### src/rtl/flash_cmd_pkg.sv
package flash_cmd_pkg;

  localparam int WORD_W = 32;
  localparam int OP_W   = 4;

  localparam int BUSY_BIT  = 15;
  localparam int WREN_BIT  = 14;
  localparam int WERR_BIT  = 13;
  localparam int LVERR_BIT = 12;

  localparam logic [OP_W-1:0] OP_NOP   = 4'd0;
  localparam logic [OP_W-1:0] OP_PROG  = 4'd1;
  localparam logic [OP_W-1:0] OP_ERASE = 4'd4;

  localparam logic [WORD_W-1:0] KEY_A = 32'h0000_0000;
  localparam logic [WORD_W-1:0] KEY_B = 32'hAA99_6655;
  localparam logic [WORD_W-1:0] KEY_C = 32'h5566_99AA;

  typedef enum logic [1:0] {
    REG_CTRL = 2'd0,
    REG_KEY  = 2'd1,
    REG_ADDR = 2'd2,
    REG_DATA = 2'd3
  } regSel_e;

  typedef enum logic [1:0] {
    AL_PLAIN = 2'd0,
    AL_SET   = 2'd1,
    AL_CLR   = 2'd2,
    AL_PLAIN2 = 2'd3
  } alias_e;

  typedef struct packed {
    logic clrErr;
    logic setWerr;
    logic setLverr;
  } ctrlStrobe_t;

  function automatic logic [WORD_W-1:0] applyAlias(input logic [1:0] al,
                                                   input logic [WORD_W-1:0] cur,
                                                   input logic [WORD_W-1:0] wd);
    case (al)
      AL_SET:  return cur | wd;
      AL_CLR:  return cur & ~wd;
      default: return wd;
    endcase
  endfunction

  function automatic logic [WORD_W-1:0] keyAt(input logic [1:0] step);
    case (step)
      2'd0:    return KEY_A;
      2'd1:    return KEY_B;
      default: return KEY_C;
    endcase
  endfunction

endpackage

### src/rtl/flash_cmd_fsm.sv
module flash_cmd_fsm
  import flash_cmd_pkg::*;
(
  input  logic              clk,
  input  logic              rstN,
  input  logic              busWr,
  input  logic [3:0]        busSel,
  input  logic [WORD_W-1:0] busWdata,
  input  logic              wrenQ,
  input  logic [OP_W-1:0]   opQ,
  input  logic              arrDone,
  input  logic              arrLockErr,
  input  logic              lowVolt,
  output logic              busy,
  output logic              arrErase,
  output ctrlStrobe_t       strobes
);

  logic [1:0] keyStep;
  logic       keyWr, otherWr, startReq, unlocked, startOk, opValid;

  assign keyWr    = busWr && (busSel[3:2] == REG_KEY);
  assign otherWr  = busWr && (busSel[3:2] != REG_KEY);
  assign startReq = busWr && (busSel[3:2] == REG_CTRL) &&
                    (busSel[1:0] != AL_CLR) && busWdata[BUSY_BIT];
  assign unlocked = (keyStep == 2'd3);
  assign startOk  = startReq && !busy && wrenQ && unlocked;
  assign opValid  = (opQ == OP_PROG) || (opQ == OP_ERASE);
  assign arrErase = (opQ == OP_ERASE);

  always_comb begin
    strobes.clrErr   = startOk && (opQ == OP_NOP);
    strobes.setWerr  = (startOk && !opValid && (opQ != OP_NOP)) ||
                       (busy && arrDone && arrLockErr && !lowVolt);
    strobes.setLverr = busy && lowVolt;
  end

  always_ff @(posedge clk) begin
    if (!rstN) begin
      busy <= 1'b0;
    end else if (!busy) begin
      if (startOk && opValid) busy <= 1'b1;
    end else if (lowVolt || arrDone) begin
      busy <= 1'b0;
    end
  end

  always_ff @(posedge clk) begin
    if (!rstN) begin
      keyStep <= 2'd0;
    end else if (keyWr) begin
      if (!unlocked && (busWdata == keyAt(keyStep))) keyStep <= keyStep + 2'd1;
      else keyStep <= 2'd0;
    end else if (otherWr) begin
      keyStep <= 2'd0;
    end
  end


  launch_needs_unlock_chk: assert property (@(posedge clk) disable iff (!rstN)
    $rose(busy) |-> $past(keyStep) == 2'd3);


  launch_needs_wren_chk: assert property (@(posedge clk) disable iff (!rstN)
    $rose(busy) |-> $past(wrenQ));


  unlock_consumed_chk: assert property (@(posedge clk) disable iff (!rstN)
    $rose(busy) |-> keyStep == 2'd0);


  busy_holds_chk: assert property (@(posedge clk) disable iff (!rstN)
    busy && !arrDone && !lowVolt |=> busy);


  lowvolt_abort_chk: assert property (@(posedge clk) disable iff (!rstN)
    busy && lowVolt |=> !busy);

endmodule

### src/rtl/flash_cmd_regs.sv
module flash_cmd_regs
  import flash_cmd_pkg::*;
#(
  parameter int ADDR_W = 24
) (
  input  logic              clk,
  input  logic              rstN,
  input  logic              busWr,
  input  logic [3:0]        busSel,
  input  logic [WORD_W-1:0] busWdata,
  input  logic              busy,
  input  ctrlStrobe_t       strobes,
  output logic [WORD_W-1:0] busRdata,
  output logic              wrenQ,
  output logic [OP_W-1:0]   opQ,
  output logic [ADDR_W-1:0] addrQ,
  output logic [WORD_W-1:0] dataQ
);

  localparam int PAD_W = WORD_W - ADDR_W;

  logic              werrQ, lverrQ;
  logic [WORD_W-1:0] ctrlView, addrView, ctrlNext, addrNext, dataNext;
  logic              wrCtrl, wrAddr, wrData;

  assign ctrlView = {16'h0, busy, wrenQ, werrQ, lverrQ, 8'h0, opQ};
  assign addrView = {{PAD_W{1'b0}}, addrQ};

  assign ctrlNext = applyAlias(busSel[1:0], ctrlView, busWdata);
  assign addrNext = applyAlias(busSel[1:0], addrView, busWdata);
  assign dataNext = applyAlias(busSel[1:0], dataQ, busWdata);

  assign wrCtrl = busWr && !busy && (busSel[3:2] == REG_CTRL);
  assign wrAddr = busWr && !busy && (busSel[3:2] == REG_ADDR);
  assign wrData = busWr && !busy && (busSel[3:2] == REG_DATA);

  always_ff @(posedge clk) begin
    if (!rstN) begin
      opQ   <= '0;
      wrenQ <= 1'b0;
      addrQ <= '0;
      dataQ <= '0;
    end else begin
      if (wrCtrl) begin
        opQ   <= ctrlNext[OP_W-1:0];
        wrenQ <= ctrlNext[WREN_BIT];
      end
      if (wrAddr) addrQ <= addrNext[ADDR_W-1:0];
      if (wrData) dataQ <= dataNext;
    end
  end

  always_ff @(posedge clk) begin
    if (!rstN) begin
      werrQ  <= 1'b0;
      lverrQ <= 1'b0;
    end else if (strobes.clrErr) begin
      werrQ  <= 1'b0;
      lverrQ <= 1'b0;
    end else begin
      if (strobes.setWerr)  werrQ  <= 1'b1;
      if (strobes.setLverr) lverrQ <= 1'b1;
    end
  end

  always_comb begin
    case (busSel[3:2])
      REG_CTRL: busRdata = ctrlView;
      REG_ADDR: busRdata = addrView;
      REG_DATA: busRdata = dataQ;
      default:  busRdata = '0;
    endcase
  end


  addr_frozen_chk: assert property (@(posedge clk) disable iff (!rstN)
    $past(busy) |-> $stable(addrQ));


  data_frozen_chk: assert property (@(posedge clk) disable iff (!rstN)
    $past(busy) |-> $stable(dataQ));


  wren_from_bus_chk: assert property (@(posedge clk) disable iff (!rstN)
    $rose(wrenQ) |-> $past(busWr && busSel[3:2] == REG_CTRL));


  lverr_source_chk: assert property (@(posedge clk) disable iff (!rstN)
    $rose(lverrQ) |-> $past(busy));

endmodule

### src/rtl/flash_cmd_ctrl.sv
module flash_cmd_ctrl
  import flash_cmd_pkg::*;
#(
  parameter int ADDR_W = 24
) (
  input  logic              clk,
  input  logic              rstN,
  input  logic              busWr,
  input  logic [3:0]        busSel,
  input  logic [31:0]       busWdata,
  output logic [31:0]       busRdata,
  output logic              arrReq,
  output logic              arrErase,
  output logic [ADDR_W-1:0] arrAddr,
  output logic [31:0]       arrData,
  input  logic              arrDone,
  input  logic              arrLockErr,
  input  logic              lowVolt
);

  logic            busy, wrenQ;
  logic [OP_W-1:0] opQ;
  ctrlStrobe_t     strobes;

  flash_cmd_fsm u_fsm (
    .clk(clk), .rstN(rstN), .busWr(busWr), .busSel(busSel), .busWdata(busWdata),
    .wrenQ(wrenQ), .opQ(opQ), .arrDone(arrDone), .arrLockErr(arrLockErr),
    .lowVolt(lowVolt), .busy(busy), .arrErase(arrErase), .strobes(strobes)
  );

  flash_cmd_regs #(.ADDR_W(ADDR_W)) u_regs (
    .clk(clk), .rstN(rstN), .busWr(busWr), .busSel(busSel), .busWdata(busWdata),
    .busy(busy), .strobes(strobes), .busRdata(busRdata), .wrenQ(wrenQ),
    .opQ(opQ), .addrQ(arrAddr), .dataQ(arrData)
  );

  assign arrReq = busy;

endmodule

### config.mk
export PLATFORM = sky130hd
export DESIGN_NAME = flash_cmd_ctrl
export DESIGN_NICKNAME = d
export VERILOG_FILES = /design/src/rtl/flash_cmd_pkg.sv /design/src/rtl/flash_cmd_fsm.sv /design/src/rtl/flash_cmd_regs.sv /design/src/rtl/flash_cmd_ctrl.sv
export SDC_FILE = /design/constraint.sdc
export NUM_CORES = 1
export LEC_CHECK = 0
export BUFFER_PORTS_ARGS = -buffer_cell sky130_fd_sc_hd__buf_2
export CAP_MARGIN = 20
export CORE_MARGIN = 8
export CORE_UTILIZATION = 50
export DETAILED_ROUTE_END_ITERATION = 10
export HOLD_SLACK_MARGIN = 0.02
export PLACE_DENSITY = 0.77
export RECOVER_POWER = 100
export SLEW_MARGIN = 20
export SYNTH_ARGS = -nofsm -noshare
export SYNTH_HDL_FRONTEND = slang
export SYNTH_SLANG_ARGS = --single-unit
### constraint.sdc
create_clock -name clk -period 3.4 [get_ports clk]
set_input_delay 0.85 -clock clk [delete_from_list [all_inputs] [get_ports clk]]
set_output_delay 0.85 -clock clk [all_outputs]
set_load 0.1 [all_outputs]
Word level (Yosys, flattened, before mapping)
Index checks and enable logic that the tools add are counted.
{"block": "totals", "ff_bits": 66, "input_bits": 42, "elab_cells": 76, "out_inout_bits": 90}
{"block": "classes", "n_bitwise": 8, "n_mux": 13, "eq_ne": 12, "n_reduce_logical": 34, "add_sub_neg": 1}
{"op": "32-bit case mux with 2 select lines", "n": 2}
{"op": "32-bit case mux with 3 select lines", "n": 1}
{"op": "32-bit 2-to-1 mux", "n": 2}
{"op": "24-bit case mux with 2 select lines", "n": 1}
{"op": "32-bit bitwise AND", "n": 1}
{"op": "32-bit == test", "n": 1}
{"op": "32-bit inverter", "n": 1}
{"op": "32-bit bitwise OR", "n": 1}
{"op": "15-bit case mux with 2 select lines", "n": 1}
{"op": "24-bit bitwise AND", "n": 1}
{"op": "24-bit bitwise OR", "n": 1}
{"op": "1-bit logical AND", "n": 21}
{"op": "15-bit bitwise AND", "n": 1}
{"op": "15-bit bitwise OR", "n": 1}
{"op": "2-bit == test, second input constant", "n": 4}
{"op": "2-bit by 1-bit == test with 1-bit output, second input constant", "n": 3}
{"op": "2-bit 2-to-1 mux", "n": 3}
{"op": "4-bit by 1-bit == test with 1-bit output, second input constant", "n": 1}
{"op": "4-bit by 3-bit == test with 1-bit output, second input constant", "n": 1}
{"op": "1-bit zero test", "n": 4}
{"op": "2-bit zero test", "n": 2}
{"op": "4-bit zero test", "n": 1}
{"op": "4-bit nonzero test", "n": 1}
{"op": "1-bit logical OR", "n": 3}
{"op": "7 further kinds", "n": 9}

Longest topological paths before layout
Gate-level depths: netlist of the first run.
{"block": "logic_depth", "ltp_word": 10, "mapped_depth": 8, "depth_no_buf": 7}

By module
A second synthesis of the first run with hierarchy kept.
{"block": "hier_totals", "hier_cells": 447, "hier_area_um2": 3803.6}
{"module": "flash_cmd_regs", "seq_area_each_um2": 1261.2, "area_per_inst_um2": 3347.0, "n_inst": 1, "cells_each": 383}
{"module": "flash_cmd_fsm", "seq_area_each_um2": 60.1, "area_per_inst_um2": 456.7, "n_inst": 1, "cells_each": 64}

Least setup slack after synthesis of the first run
Ideal clock, no wire load.
{"block": "synth_path", "path_kind": "register to output", "start": "register u_regs.opQ[2]", "end": "output port arrErase", "stages_incl_launch_ff": 2, "setup_slack_ns": -0.986, "arrival_time_ns": 3.536, "n_path_buf": 0, "required_time_ns": 2.550, "path_cell_list": "dfxtp_1 -> nor4b_1"}
{"block": "synth_between", "elab_chain_len": 1}
{"item": "from (decl)", "line_no": "flash_cmd_regs.sv:15", "source": "output logic [OP_W-1:0] opQ,"}
{"item": "from (signal assigned)", "line_no": "flash_cmd_regs.sv:45", "source": "opQ <= ctrlNext[OP_W-1:0];"}
{"item": "4-bit by 3-bit == test with 1-bit output", "line_no": "flash_cmd_fsm.sv:29", "source": "assign arrErase = (opQ == OP_ERASE);"}
{"item": "to (decl)", "line_no": "flash_cmd_ctrl.sv:13", "source": "output logic arrErase,"}
Every way passes these cells.

Worst setup path in the final report of the first run
{"block": "layout_path", "start": "input port busSel[2]", "end": "output port busRdata[20]"}
{"block": "layout_between", "elab_chain_len": 2, "word_cells_on_any_way": 4, "cone_classes": "eq/ne (2); mux (1); reduce/logical (1)"}
{"item": "from (decl)", "line_no": "flash_cmd_ctrl.sv:9", "source": "input logic [3:0] busSel,"}
{"item": "2-bit == test or 2-bit zero test (tied branches)", "line_no": "flash_cmd_regs.sv:67", "source": "case (busSel[3:2])"}
{"item": "32-bit case mux with 3 select lines *", "line_no": "flash_cmd_regs.sv:67"}
{"item": "to (decl)", "line_no": "flash_cmd_ctrl.sv:11", "source": "output logic [31:0] busRdata,"}
Mark *: on every way between the ends. The rest lies on a longest branch, timed or not.

==> results of run 1 <==
## worst register-to-register path, cell delays in order, from the launching register on
cell	delay (ns)
dfxtp_1	0.40
nor4bb_2	0.96
buf_12	0.30
a21oi_1	0.11
a211oi_1	0.26
## power by group
part	switching (mW)	total, mW	internal [mW]
registers	0.0218	0.820	0.798
clock network	0.299	0.729	0.431
logic	0.431	0.573	0.142
total	0.752	2.12	1.37
## area by class of cell
| type | instances | area, um2 | area share |
|---|---|---|---|
| Clock inverter | 5 | 77.57 | 0.01638 |
| Clock buffer | 11 | 141.4 | 0.02986 |
| Tap cell | 99 | 123.9 | 0.02616 |
| Sequential cell | 66 | 1321 | 0.2791 |
| Timing Repair Buffer | 141 | 698.2 | 0.1475 |
| Multi-Input combinational cell | 299 | 2230 | 0.4709 |
| Inverter | 38 | 142.6 | 0.03013 |
## cells in the final DEF (no fill, tap or decap), types with 10 or more instances in the layout
master and n:
inv_1 36, clkbuf_1 61, mux2i_1 20, a21o_1 32
dfxtp_1 66, a211oi_1 93, a21oi_1 66, clkbuf_8 10
clkbuf_2 25, nor2b_4 10, buf_2 44, nand4_1 10
## worst paths after layout
| path | startpoint | to | slack, ns | cells past startpoint |
|---|---|---|---|---|
| worst max-delay path | busSel[2] | busRdata[20] | 0.19 | 5 |
| worst min-delay path | u_fsm.keyStep[0] | u_fsm.keyStep[0] | 0.50 | 1 |
| worst max register to register | u_fsm.busy | u_regs.addrQ[17] | 1.27 | 4 |
| worst min register to register | u_fsm.keyStep[0] | u_fsm.keyStep[0] | 0.50 | 1 |
## sequential cells by signal, indices dropped and copies added (netlist names)
signal         count
u_regs.lverrQ      1
u_fsm.busy         1
u_regs.dataQ      32
u_regs.opQ         4
u_fsm.keyStep      2
u_regs.werrQ       1
u_regs.wrenQ       1
u_regs.addrQ      24
## through the flow
stage            util  total power, mW  setup WS, ns
2_1_floorplan       -            1.280       0.02732
3_3_place_gp   0.6766            1.419        0.3087
3_5_place_dp   0.6766            1.431        0.2798
4_1_cts        0.7067            2.152        0.2800
5_1_grt        0.6528            2.199        0.1242
6_report       0.6528            2.122        0.1924
## cells by family (layout without fill, tap and decap cells)
logic type               Yosys count  after routing  share of synthesized area
AO/OA/AOI/OAI                    207            207                     0.3715
XOR/XNOR                           1              1                   0.002333
adder cells (fa/ha/maj)            4              4                    0.01333
buffers and inverters             79            195                    0.07997
flip-flops                        66             66                     0.3519
multiplexers                      28             28                    0.07731
AND/OR/NAND/NOR                   59             59                     0.1036
## metal layers
metal  vias up  part of all wire
li1       1911                 -
met5         -                 0
met3        22             0.085
met4         0             0.025
met1      1863              0.43
met2       166              0.46
==> qor.yml, run 1 <==
power.density_mw_per_mm2: 448.3
dp_hpwl_um: 8507
area_delta_synth_final_pct: 26.09
die-height_um: 102.7
critPathCaptureType: "output port"
grt.met2_usage: 0.3666
cts.sinks: 66
drt_first_pass_iters: 5
portBuffers: 131
gr-total-overflow: 0
synth_edf_count: 0
cp.arrival_ns: 2.36
cts_tree: "built"
final_hold_viol_count: 0
slew_viol_final: 0
cap_violations: 0
rsz0062_at_grt: "no"
timing.hold.ws_ns: 0.5018
cp.required_ns: 2.55
drive_above_1_share: 0.2089
leakagePower_nw: 2.017
yosysMostFrequentCell: "a211oi_1"
synth.distinct_cells: 35
start_util: 0.5177
worstPathCellList: "buf_2 > buf_4 > mux2i_1 > nor2b_2 > clkbuf_2"
top_level_ports: 132
use_met3: 0.05402
cts.repair.resized: 0
slew_headroom: 0.1806
fin_cells: 659
nets: 601
fin_worst_skew_ns: 0.007683
grt_usage: 0.2299
routed_wl_um: 12060
slowest_stage: "clkbuf_2"
grt_max_degree: 65
dieWidth_um: 102.7
synth.ff_latch_count: 66
htree_levels: 3
n_fill_cell: 661
path_clk_slew_ns: 0.06
ys_async_sr_fraction: 0
clockRootBuffer: "clkbuf_8"
yosysTopAreaCellShare: 0.3519
antenna_found_initial: 0
yosys_warnings: 0
synth-seq-area-share: 0.3519
post-route-period-util: 0.9434
grt_pass1_vias: 3872
rows: 31
start_kind: "input pin"
final_area_mm2: 0.004735
grt_busiest_layer: "met2"
cp_slowest_stage_delay_ns: 0.46
synth_area_mm2: 0.003755
cts_buffers: 9
grt_pass1_wl_um: 19310
status: "finished, final reports clean"
cts_hold_buffers: 0
avgViaCountPerCell: 6.012
setup_viol: 0
tns_ns: 0
drt_iter0_drc: 188
period_minus_slack_ns: 3.208
crit_path_max_fanout: 20
place_congestion: 0.8556
grt_util_met1: 0.2862
irDropWorstVdd_mv: 0.2033
drcViolationCount: 0
place_area_mm2: 0.004907
syn_nets: 490
post_cts_buffers: 0
clockBufferDepth: 2
yosysTopAreaCell: "dfxtp_1"
syn_inst: 444
wl_per_cell_um: 18.30
coreArea_mm2: 0.007253
die_area_mm2: 0.01054
path_buf_inv: 3
dp_cells: 643
critPathKind: "in -> out"
synth_top_flop_cell: "dfxtp_1"
hold_class: "reg -> reg"
vias: 3962
drtAntennaViolNets: 0
insertedDiodeCount: 0
fmax_mhz: 311.8
worst-slew-pin-transition_ns: 1.234
synth_common_cells: "a211oi_1, a21oi_1, dfxtp_1"
critPathTopFamily: "buffers and inverters"
syn_avg_cell_area_um2: 8.457
clk_latency_ns: 0.35
synth_area_leaders: "dfxtp_1, a211oi_1, a21oi_1"
Power figures use the tool's default switching activity.
==> inputs of run 2 (changes only) <==
--- a/config.mk
+++ b/config.mk
@@ -5,13 +5,14 @@
 export SDC_FILE = /design/constraint.sdc
 export NUM_CORES = 1
 export LEC_CHECK = 0
+export ABC_AREA = 1
 export BUFFER_PORTS_ARGS = -buffer_cell sky130_fd_sc_hd__buf_2
 export CAP_MARGIN = 20
-export CORE_MARGIN = 8
-export CORE_UTILIZATION = 50
+export CORE_UTILIZATION = 53
+export CTS_BUF_LIST = sky130_fd_sc_hd__clkbuf_8
 export DETAILED_ROUTE_END_ITERATION = 10
 export HOLD_SLACK_MARGIN = 0.02
-export PLACE_DENSITY = 0.77
+export PLACE_DENSITY = 0.8
 export RECOVER_POWER = 100
 export SLEW_MARGIN = 20
 export SYNTH_ARGS = -nofsm -noshare
==> run 2 against run 1 <==
Die area is 25% lower. Synthesized cell count rose by 35%. Area after synthesis is 6.9% higher. Final cell count up 24%. Sequential share of layout area is 2.1 points lower. Non-clock buffer count grew 1. Total power decreased by 2.4%. Sequential power rose by 1%. Wire length up 11%.
==> qor.yml, run 2 <==
critPathTopFamily: "buffers and inverters"
crit_path_max_fanout: 17
power.density_mw_per_mm2: 404.7
coreArea_mm2: 0.007292
synth-seq-area-share: 0.3291
vias: 4994
yosysMostFrequentCell: "nand2_1"
place_ws_ns: 0.4314
post_cts_buffers: 0
syn_avg_cell_area_um2: 6.714
clk_latency_ns: 0.35
synth_area_leaders: "dfxtp_1, o211ai_1, nand2_1"
routed_wl_um: 13330
timing.rr.end: "u_regs.dataQ[24]"
dp_cells: 800
die_area_mm2: 0.007928
start_kind: "input pin"
critPathCaptureType: "output port"
syn_nets: 644
cts_buffers: 9
dieWidth_um: 89.04
leakagePower_nw: 1.926
drcViolationCount: 0
cp.arrival_ns: 2.26
fmax_mhz: 321.3
regToRegSetupSlack_ns: 0.90
clockBufferDepth: 2
start_util: 0.5506
wl_per_cell_um: 16.33
setup_viol: 0
cts.repair.resized: 0
cp.required_ns: 2.55
worstReg2RegStart: "u_fsm.busy"
place_congestion: 0.8955
yosysTopAreaCell: "dfxtp_1"
cts_tree: "built"
timing.hold.worst_endpoint: "u_regs.dataQ[26]"
grt_pass1_vias: 4355
grt_usage: 0.3363
synth_edf_count: 0
cap_violations: 0
slew_viol_final: 0
syn_inst: 598
grt_max_degree: 50
irDropWorstVdd_mv: 0.2323
drive_above_1_share: 0.1464
avgViaCountPerCell: 6.120
largest_reg_flops: 32
ys_async_sr_fraction: 0
tns_ns: 0
portBuffers: 131
post-route-period-util: 0.9155
drtAntennaViolNets: 0
slew_headroom: 0.1703
htree_levels: 3
cts.sinks: 66
path_buf_inv: 4
insertedDiodeCount: 0
grt_pass1_wl_um: 20550
final_hold_viol_count: 0
area_delta_synth_final_pct: 27.49
rsz0062_at_grt: "no"
fin_util: 0.7020
dp_hpwl_um: 8938
synth_top_flop_cell: "dfxtp_1"
worstPathCellList: "buf_2 > inv_6 > nor2_1 > inv_2 > o211ai_1 > clkbuf_2"
reg_top3: "u_regs.dataQ (32), u_regs.addrQ (24), u_regs.opQ (4)"
fin_ws_ns: 0.2874
clockRootBuffer: "clkbuf_8"
fin_cells: 816
critPathKind: "in -> out"
drt_first_pass_iters: 5
fin_worst_skew_ns: 0.007339
holdPathStages: 2
slowest_stage: "clkbuf_2"
top_level_ports: 132
final_cell_mix: "nand2_1, nor2_1, dfxtp_1"
yosysTopAreaCellShare: 0.3291
cp_slowest_stage_delay_ns: 0.49
synth.ff_latch_count: 66
status: "finished, final reports clean"
synth_area_mm2: 0.004015
min_from: "u_regs.dataQ[26]"
final_area_mm2: 0.005119
place_area_mm2: 0.005175
ff2ff_path_depth: 6
hold_class: "reg -> reg"
gr-total-overflow: 0
period_minus_slack_ns: 3.113
yosys_warnings: 0
drt_iter0_drc: 418
path_clk_slew_ns: 0.07
antenna_found_initial: 0
synth_common_cells: "nand2_1, nor2_1, dfxtp_1"
rows: 31
die-height_um: 89.04
timing.hold.ws_ns: 0.4939
cts_hold_buffers: 0
worst-slew-pin-transition_ns: 1.250
synth.distinct_cells: 28
final_common_cell: "nand2_1"
power_mw: 2.071
nets: 758
regMostFlops: "u_regs.dataQ"
[run 2: cell count changes in the layout (fill, tap and decap cells not counted), sizes merged, moves of 24 or more]
cell,previous run,this run
nand3,1,38
nor2,3,70
a31oi,0,24
a211oi,93,0
a21o,32,0
o211ai,0,58
o21ai,5,75
nand2,2,100
[run 2: worst max-delay path by stage]
stage,start,end,depth (start not counted)
floorplan,busSel[3],busRdata[14],5
global placement,busSel[3],busRdata[1],7
detailed placement,busSel[3],busRdata[1],7
CTS,busSel[3],busRdata[1],7
global route,busSel[3],busRdata[14],6
finish,busSel[3],busRdata[14],6
[run 2: layer usage]
layer  vias to the layer above  GRT usage  part of all wire
li1                       2347          -                 -
met1                      2302     0.4545              0.41
met2                       313     0.5301              0.46
met3                        32    0.04617             0.099
met4                         0     0.1645             0.027
met5                         -          0                 0
[run 2: worst reg2reg max path, stage by stage, from the launching register on]
cell      delay (ns)
dfxtp_1         0.40
nor2_2          0.19
nand3_1         0.08
inv_1           0.69
clkbuf_1        0.61
nand2_1         0.13
a221oi_1        0.29
[run 2: cell type report]
| cell class | instances | area, um2 |
|---|---|---|
| tap | 99 | 123.9 |
| multi-input combinational | 450 | 2307 |
| sequential | 66 | 1321 |
| inverter | 43 | 166.4 |
| fill | 673 | 2173 |
| timing repair buffer | 142 | 1017 |
| clock buffer | 12 | 165.2 |
| clock inverter | 4 | 17.52 |
[run 2: cell families after synthesis]
group	share of synthesized area
compound gates	0.3440
simple gates	0.2244
buf+inv	0.09006
flops	0.3291
fa+ha+maj	0.01247
[run 2: report_power, final]
group          total (mW)  internal (mW)  switching (mW)
Sequential          0.829          0.801          0.0283
Combinational       0.620          0.130           0.490
Clock               0.622          0.317           0.305
==> inputs of run 3 (changes only) <==
--- a/config.mk
+++ b/config.mk
@@ -13,7 +13,7 @@
 export DETAILED_ROUTE_END_ITERATION = 10
 export HOLD_SLACK_MARGIN = 0.02
 export PLACE_DENSITY = 0.8
-export RECOVER_POWER = 100
+export RECOVER_POWER = 25
 export SLEW_MARGIN = 20
 export SYNTH_ARGS = -nofsm -noshare
 export SYNTH_HDL_FRONTEND = slang
==> constraint.sdc (replaced) <==
create_clock -name clk -period 3.4 [get_ports clk]
set_input_delay 0.68 -clock clk [delete_from_list [all_inputs] [get_ports clk]]
set_output_delay 0.68 -clock clk [all_outputs]
set_load 0.1 [all_outputs]
==> run 3 against run 2 <==
Via count is 1.7% lower. Worst hold slack worse by 0.0018 ns. Clock-buffer cell count stayed put. Total power hardly changed. Clock skew is 0.0041 ns higher. Sequential share of layout area is 0.97 points higher. Global-route usage is 1.8 points lower. Largest cell class unchanged.
==> qor.yml, run 3 (synthesis gave the netlist of run 2 again) <==
status: "finished, final reports clean"
cp.required_ns: 2.72
cts.sinks: 66
grt_pass1_wl_um: 19510
combPwrFrac: 0.290
clockPowerShare: 0.309
post-route-period-util: 0.8299
grt_usage: 0.3180
final_cell_mix: "nand2_1, buf_2, nor2_1"
slew_headroom: 0.2066
critPathKind: "in -> out"
clockRootBuffer: "clkbuf_8"
dp_hpwl_um: 8533
cts.repair.resized: 0
post_cts_buffers: 0
gr-total-overflow: 0
power.density_mw_per_mm2: 419.6
rows: 31
crit_path_max_fanout: 15
drt_iter0_drc: 314
dp_cells: 796
irDropWorstVdd_mv: 0.2356
die-height_um: 89.04
seqPwrFrac: 0.401
cp.arrival_ns: 2.14
power_mw: 2.070
period_minus_slack_ns: 2.822
antenna_found_initial: 0
dieWidth_um: 89.04
worstReg2RegStart: "u_fsm.keyStep[1]"
wl_per_cell_um: 15.67
place_congestion: 0.8721
setup_viol: 0
htree_levels: 3
slew_viol_final: 0
path_clk_slew_ns: 0.07
leakagePower_nw: 1.956
fin_cells: 812
final_common_cell: "nand2_1"
cap_violations: 0
rsz0062_at_grt: "no"
area_delta_synth_final_pct: 22.87
timing.hold.ws_ns: 0.4921
cts_hold_buffers: 0
portBuffers: 131
largest_reg_flops: 32
drtAntennaViolNets: 0
worst-slew-pin-transition_ns: 1.195
nets: 754
vias: 4909
cts_tree: "built"
routed_wl_um: 12720
drt_first_pass_iters: 6
clk_latency_ns: 0.35
drcViolationCount: 0
drive_above_1_share: 0.1809
coreArea_mm2: 0.007292
die_area_mm2: 0.007928
grt_pass1_vias: 4094
grt_max_degree: 49
cts_buffers: 9
regMostFlops: "u_regs.dataQ"
internal_power_mw: 1.240
avgViaCountPerCell: 6.046
clockBufferDepth: 2
critPathCaptureType: "output port"
hold_class: "reg -> reg"
fin_worst_skew_ns: 0.01142
start_kind: "input pin"
power.share.switching: 0.4009
power_switching_uw: 829.9
final_hold_viol_count: 0
fmax_mhz: 354.4
reg_top3: "u_regs.dataQ (32), u_regs.addrQ (24), u_regs.opQ (4)"
min_from: "u_regs.dataQ[25]"
tns_ns: 0
insertedDiodeCount: 0
cp-startpoint: "busSel[3]"
start_util: 0.5506
top_level_ports: 132
## run 3: cell types whose count changed in the layout (fill, tap and decap cells not counted), moves of 2 or more
| cell | delta |
|---|---|
| clkbuf_1 | -22 |
| buf_4 | -4 |
| a221oi_2 | +2 |
| o21ai_0 | -4 |
| clkbuf_2 | -9 |
| buf_2 | +45 |
| o21ai_1 | +4 |
| buf_12 | -14 |
| a221oi_1 | -2 |
| clkinvlp_4 | +2 |
| inv_1 | -2 |
## run 3: layer usage
metal | track usage | vias to the layer above | routed length (um)
met5 | 0 | - | 0
met4 | 0.1659 | 0 | 343
met3 | 0.04894 | 29 | 1165
met2 | 0.5042 | 272 | 5920
met1 | 0.4197 | 2264 | 5294
li1 | - | 2344 | -
## run 3: worst paths after layout
check                           to  slack (ns)  depth (start not counted)
hold reg to reg   u_regs.dataQ[25]        0.49                          2
setup reg to reg  u_fsm.keyStep[0]        1.57                          9
setup / recovery      busRdata[13]        0.58                          6
hold / removal    u_regs.dataQ[25]        0.49                          2
## run 3: cell type report
type | instances | area, um2
Fill cell | 692 | 2359
Multi-Input combinational cell | 450 | 2332
Sequential cell | 66 | 1321
Timing Repair Buffer | 138 | 804.5
Clock buffer | 12 | 165.2
Inverter | 43 | 161.4
Tap cell | 99 | 123.9
Clock inverter | 4 | 25.02
## run 3: critical path: stages
cell and delay (ns):
buf_2 0.21, buf_4 0.25, nor2_4 0.19, inv_1 0.12
o211ai_1 0.22, buf_2 0.47
## run 3: power by group through the flow
stage,registers (mW),logic (mW),clock network (mW)
finish,0.830,0.601,0.639
global placement,0.845,0.588,0
detailed placement,0.846,0.599,0
global route,0.833,0.637,0.671
floorplan,1.03,0.266,0
CTS,0.828,0.601,0.638
## run 3: per-stage QoR
stage	instance area, um2	utilization	setup slack (ns)
2_1_floorplan	4015	-	-0.5559
3_3_place_gp	4792	0.6572	0.6647
3_5_place_dp	4792	0.6572	0.6258
4_1_cts	4982	0.6833	0.6189
5_1_grt	4933	0.6766	0.4951
6_report	4933	0.6766	0.5784
